<file path="src/rtl/fec_enc_pkg.sv">
package fec_enc_pkg;

    parameter int SYM_W    = 4;
    parameter int MSG_SYMS = 11;
    parameter int PAR_SYMS = 4;
    parameter int LANES    = 2;
    parameter int HDR_W    = 4;
    parameter int SC_W     = 4;
    parameter int DATA_W   = 80;

    parameter logic [SYM_W:0]   FIELD_POLY = 5'b10011;
    parameter logic [SYM_W-1:0] ALPHA      = 4'h2;
    parameter logic [HDR_W-1:0] HDR_DATA   = 4'b0101;
    parameter logic [HDR_W-1:0] HDR_IDLE   = 4'b0110;

    localparam int TOT_MSG    = LANES * MSG_SYMS;
    localparam int FRAME_SYMS = LANES * (MSG_SYMS + PAR_SYMS);
    localparam int MSG_W      = TOT_MSG * SYM_W;
    localparam int FRAME_W    = FRAME_SYMS * SYM_W;
    localparam int LANE_MSG_W = MSG_SYMS * SYM_W;
    localparam int LANE_PAR_W = PAR_SYMS * SYM_W;

    typedef struct packed {
        logic               s1_valid;
        logic [MSG_W-1:0]   s1_msg;
        logic               out_valid;
        logic [FRAME_W-1:0] out_frame;
    } enc_state_t;

    // GF(2^SYM_W) product by shift-and-add with modular reduction
    function automatic logic [SYM_W-1:0] gf_mul(input logic [SYM_W-1:0] a,
                                                input logic [SYM_W-1:0] b);
        logic [SYM_W-1:0] acc;
        logic [SYM_W-1:0] sh;
        acc = '0;
        sh  = a;
        for (int i = 0; i < SYM_W; i++) begin
            if (b[i]) acc = acc ^ sh;
            sh = sh[SYM_W-1] ? ((sh << 1) ^ FIELD_POLY[SYM_W-1:0]) : (sh << 1);
        end
        return acc;
    endfunction

    // Low-order coefficients of prod (x + alpha^i), i = 1..PAR_SYMS; leading 1 implied
    function automatic logic [LANE_PAR_W-1:0] gen_coefs();
        logic [SYM_W-1:0]      g [PAR_SYMS+1];
        logic [SYM_W-1:0]      root;
        logic [LANE_PAR_W-1:0] flat;
        for (int j = 0; j <= PAR_SYMS; j++) g[j] = '0;
        g[0] = SYM_W'(1);
        root = SYM_W'(1);
        for (int i = 0; i < PAR_SYMS; i++) begin
            root = gf_mul(root, ALPHA);
            for (int j = PAR_SYMS; j > 0; j--) g[j] = g[j-1] ^ gf_mul(g[j], root);
            g[0] = gf_mul(g[0], root);
        end
        for (int j = 0; j < PAR_SYMS; j++) flat[j*SYM_W +: SYM_W] = g[j];
        return flat;
    endfunction

endpackage

</file>
<file path="src/rtl/rs_parity_calc.sv">
module rs_parity_calc
    import fec_enc_pkg::*;
#(
    parameter int K = MSG_SYMS
) (
    input  logic [K*SYM_W-1:0]    msg_i,
    output logic [LANE_PAR_W-1:0] par_o
);

    localparam logic [LANE_PAR_W-1:0] GCOEF = gen_coefs();

    // Unrolled division register: one feedback step per message symbol
    always_comb begin
        logic [SYM_W-1:0] rem [PAR_SYMS];
        logic [SYM_W-1:0] fb;
        for (int j = 0; j < PAR_SYMS; j++) rem[j] = '0;
        for (int k = 0; k < K; k++) begin
            fb = msg_i[(K-1-k)*SYM_W +: SYM_W] ^ rem[PAR_SYMS-1];
            for (int j = PAR_SYMS-1; j > 0; j--)
                rem[j] = rem[j-1] ^ gf_mul(fb, GCOEF[j*SYM_W +: SYM_W]);
            rem[0] = gf_mul(fb, GCOEF[SYM_W-1:0]);
        end
        for (int j = 0; j < PAR_SYMS; j++) par_o[j*SYM_W +: SYM_W] = rem[j];
    end

endmodule

</file>
<file path="src/rtl/symbol_weave.sv">
module symbol_weave
    import fec_enc_pkg::*;
(
    input  logic [MSG_W-1:0]                  msg_i,
    input  logic [LANES-1:0][LANE_PAR_W-1:0]  lane_par_i,
    output logic [LANES-1:0][LANE_MSG_W-1:0]  lane_msg_o,
    output logic [FRAME_W-1:0]                frame_o
);

    // Message symbol k goes to lane k % LANES and stays at frame slot k
    for (genvar k = 0; k < TOT_MSG; k++) begin : g_msg
        localparam int LN  = k % LANES;
        localparam int POS = k / LANES;
        assign lane_msg_o[LN][(MSG_SYMS-1-POS)*SYM_W +: SYM_W] =
            msg_i[(TOT_MSG-1-k)*SYM_W +: SYM_W];
        assign frame_o[(FRAME_SYMS-1-k)*SYM_W +: SYM_W] =
            msg_i[(TOT_MSG-1-k)*SYM_W +: SYM_W];
    end

    // Parity symbols alternate between lanes after the message
    for (genvar q = 0; q < LANES*PAR_SYMS; q++) begin : g_par
        localparam int LN = q % LANES;
        localparam int PI = q / LANES;
        assign frame_o[(FRAME_SYMS-1-TOT_MSG-q)*SYM_W +: SYM_W] =
            lane_par_i[LN][(PAR_SYMS-1-PI)*SYM_W +: SYM_W];
    end

endmodule

</file>
<file path="src/rtl/fec_frame_encoder.sv">
module fec_frame_encoder
    import fec_enc_pkg::*;
(
    input  logic               clk,
    input  logic               rst_n,
    input  logic               in_valid,
    input  logic               in_idle,
    input  logic [SC_W-1:0]    in_sc,
    input  logic [DATA_W-1:0]  in_data,
    output logic               out_valid,
    output logic [FRAME_W-1:0] out_frame
);

    enc_state_t st_d, st_q;

    logic [LANES-1:0][LANE_MSG_W-1:0] lane_msg;
    logic [LANES-1:0][LANE_PAR_W-1:0] lane_par;
    logic [FRAME_W-1:0]               woven;

    symbol_weave u_weave (
        .msg_i      (st_q.s1_msg),
        .lane_par_i (lane_par),
        .lane_msg_o (lane_msg),
        .frame_o    (woven)
    );

    for (genvar l = 0; l < LANES; l++) begin : g_lane
        rs_parity_calc #(.K(MSG_SYMS)) u_rs (
            .msg_i (lane_msg[l]),
            .par_o (lane_par[l])
        );
    end

    always_comb begin
        st_d           = st_q;
        st_d.s1_valid  = in_valid;
        if (in_valid)
            st_d.s1_msg = {(in_idle ? HDR_IDLE : HDR_DATA), in_sc, in_data};
        st_d.out_valid = st_q.s1_valid;
        if (st_q.s1_valid)
            st_d.out_frame = woven;
    end

    always_ff @(posedge clk or negedge rst_n) begin
        if (!rst_n) st_q <= '0;
        else        st_q <= st_d;
    end

    assign out_valid = st_q.out_valid;
    assign out_frame = st_q.out_frame;

endmodule

</file>
<file path="config.mk">
export PLATFORM = sky130hd
export DESIGN_NAME = fec_frame_encoder
export DESIGN_NICKNAME = d
export VERILOG_FILES = /design/src/rtl/fec_enc_pkg.sv /design/src/rtl/rs_parity_calc.sv /design/src/rtl/symbol_weave.sv /design/src/rtl/fec_frame_encoder.sv
export SDC_FILE = /design/constraint.sdc
export NUM_CORES = 1
export LEC_CHECK = 0
export ABC_AREA = 1
export BUFFER_PORTS_ARGS = -buffer_cell sky130_fd_sc_hd__buf_2
export CAP_MARGIN = 25
export CORE_UTILIZATION = 50
export DETAILED_ROUTE_END_ITERATION = 8
export PLACE_DENSITY = 0.7
export SETUP_SLACK_MARGIN = 0.5
export SLEW_MARGIN = 20
export SYNTH_ARGS = -nofsm -noshare
export SYNTH_HDL_FRONTEND = slang
export SYNTH_SLANG_ARGS = --single-unit
</file>
<file path="constraint.sdc">
create_clock -name clk -period 5.75 [get_ports clk]
set_input_delay 0.575 -clock clk [delete_from_list [all_inputs] [get_ports clk]]
set_output_delay 0.575 -clock clk [all_outputs]
set_load 0.01 [all_outputs]
</file>
==> qor.yml <==
worst_setup_path:
  r2r-start: "st_q[193]"
  slowest_delay_ps: 450
  reg2regPathDepth: 39
  arrival_ps: 5490
  crit_fanout: 8
  cpMaxStageDelayCell: "dfrtp_2"
  reg2reg_to: "out_frame[10]"
  cpMostUsedCell: "nand2_1"
  critPathLaunchType: "flip-flop"
  path_class: "flip-flop to flip-flop"
  rrSetupSlack_ps: 670
  end_kind: "flip-flop"
  cp.required_ps: 6160
sta:
  slew_headroom_pct: 35.08
  fmax_mhz: 196.8
  setup_ws_ps: 669.0
  setup-violations-final: 0
  hold_viol: 0
  fin_crit_sh_pct: 88.37
  tns_ps: 0
  tightest_slew_ps: 973.8
  fin_crit_ps: 5081
  finClkSkew_ps: 14.46
  rsz0062_at_grt: "yes"
  slew_violations: 0
  whs_ps: 35.27
floorplan:
  die-area_um2: 33570
  ios: 209
  core_um2: 31960
  fp.dieW_um: 183.2
  dieHeight_um: 183.2
  initial_core_util_pct: 51.37
  row_count: 65
yosys:
  syn_avg_cell_area_um2: 6.439
  netlist_area_um2: 16420
  synth_top_cell_by_area: "dfrtp_1"
  ys_seq_elements: 208
  synth_top_family_by_area: "simple AND/OR/NAND/NOR gates"
  synthAdderAreaFrac_pct: 0
  syn-num-nets: 2638
  synthTopCellsByArea: "dfrtp_1 32%, nand2_1 25%, nand3_1 11%"
  synth_cells: 2550
  synth-xor-area-share_pct: 8.565
  synth_top_area_share_pct: 31.70
  synthMuxAreaShare_pct: 0
  synth_cell_types: 38
  synth-compound-area-share_pct: 4.770
  synth_seq_area_share_pct: 31.70
  synth-simple-area-share_pct: 46.83
  yosys_warnings: 0
routing:
  ant_nets: 0
  drc: 0
  drtIter0Drc: 1036
  wl_um: 49100
  drt-wirelength-per-cell_um: 14.89
  vias: 16840
  vias_per_cell: 5.108
  dr.pass1.iters: 7
place:
  dpl.hpwl_um: 36520
  place_ws_ps: 201.6
  port_buffers: 207
  place_area_um2: 17820
  gp_congestion: 1.001
cts:
  htree_levels: 1
  clock_latency_ps: 530
  clockRootBuffer: "clkbuf_16"
  clkSinkCount: 208
  clockBufferDepth: 3
  cts_tree: "yes"
  cts_buffers: 24
  clk_pin_slew_worst_paths_ps: 60
layout:
  drive_above_1_share_pct: 28.65
  final_area_um2: 20730
  fillers: 2871
  n_antenna_cell: 0
  final_common_cell: "nand2_1"
  layout_common_cells: "989 x nand2_1, 309 x nand3_1, 227 x inv_1"
  fin_nets: 2932
  syn_to_final_growth_pct: 26.27
global_route:
  track_usage_pct: 27.63
  antenna_found_initial: 2
  overflow: 0
  grt_max_degree: 124
  grt_pass1_vias: 15250
  grt_pass1_wl_um: 75730
hold_path:
  hp-class: "input port to asynchronous set/reset pin"
run_status:
  outcome: "completed"
run:
  timing.max_cap.violations: 0
[stage by stage]
step	cells	util, %
3_5_place_dp	3145	55.74
2_1_floorplan	2550	-
4_1_cts	3193	58.68
6_report	3297	64.87
3_3_place_gp	3145	55.74
5_1_grt	3297	64.87
[state kept, by name, summed over array words and instances, names as in the netlist]
name,cells
out_valid,1
out_frame,119
st_q,87
st_d,1
[Yosys cell counts (all sizes together)]
cell	number
o21a	1
nand3	385
nor2	13
o21bai	1
o31ai	1
buf	14
nand3b	10
clkbuf	36
dfrtp	208
xnor3	1
a21o	2
xnor2	41
inv	288
clkinv	1
conb	1
dlygate4sd1	1
nand2	1273
a21oi	1
nand2b	2
or2	6
nand4	5
xor2	111
o21ai	148
[final cells by class]
class	count	area [um^2]	area share, %
multi-input combinational	2004	11090	53.47
sequential	208	5223	25.19
timing repair buffer	317	1907	9.197
inverter	289	1130	5.449
clock buffer	33	705.7	3.404
tap	435	544.3	2.625
clock inverter	11	137.6	0.6638
[how the worst max path moves through the flow]
stage          startpoint            end  slack, ps  depth (start not counted)
6_report        st_q[193]  out_frame[10]        670                         39
5_1_grt         st_q[203]  out_frame[19]        290                         47
4_1_cts         st_q[193]   out_frame[0]        490                         46
3_5_place_dp    st_q[202]   out_frame[0]        200                         45
3_3_place_gp    st_q[202]   out_frame[0]        290                         45
2_1_floorplan   st_q[202]   out_frame[0]       1440                         45
[cell families (layout without fill, tap and decap cells)]
| logic type | Yosys count | after routing |
|---|---|---|
| AOI/OAI and AO/OA | 154 | 154 |
| other | 1 | 1 |
| DFF | 208 | 208 |
| xor gates and xnor gates | 153 | 153 |
| and+or+nand+nor | 1694 | 1696 |
| buffers and inverters | 340 | 650 |
[routing by layer]
metal / track usage [%] / vias up / routed length, um
met1: 35.49 / 7686 / 21280
li1: - / 8550 / -
met3: 4.428 / 119 / 2548
met5: 0 / - / 12
met4: 8.400 / 2 / 1668
met2: 47.54 / 484 / 23590
[critical path: cells and delay by family, from the launching register on]
| family | cells | cell delay, ps |
|---|---|---|
| XOR/XNOR | 4 | 920 |
| AND/OR/NAND/NOR | 30 | 2970 |
| buffers and inverters | 5 | 630 |
| flip-flops | 1 | 450 |
[timing repair]
| action | CTS | global route |
|---|---|---|
| setup buffers | 4 | 102 |
| pin swaps | 2 | 84 |
| hold buffers | 0 | 0 |
| gates resized for setup | 17 | 293 |
| setup endpoints to repair | 27 | 32 |
| gates cloned | 0 | 2 |
Power is left out: the tool's default activity adds up to more than one toggle a clock period on the data nets, which glitch-free logic cannot reach.
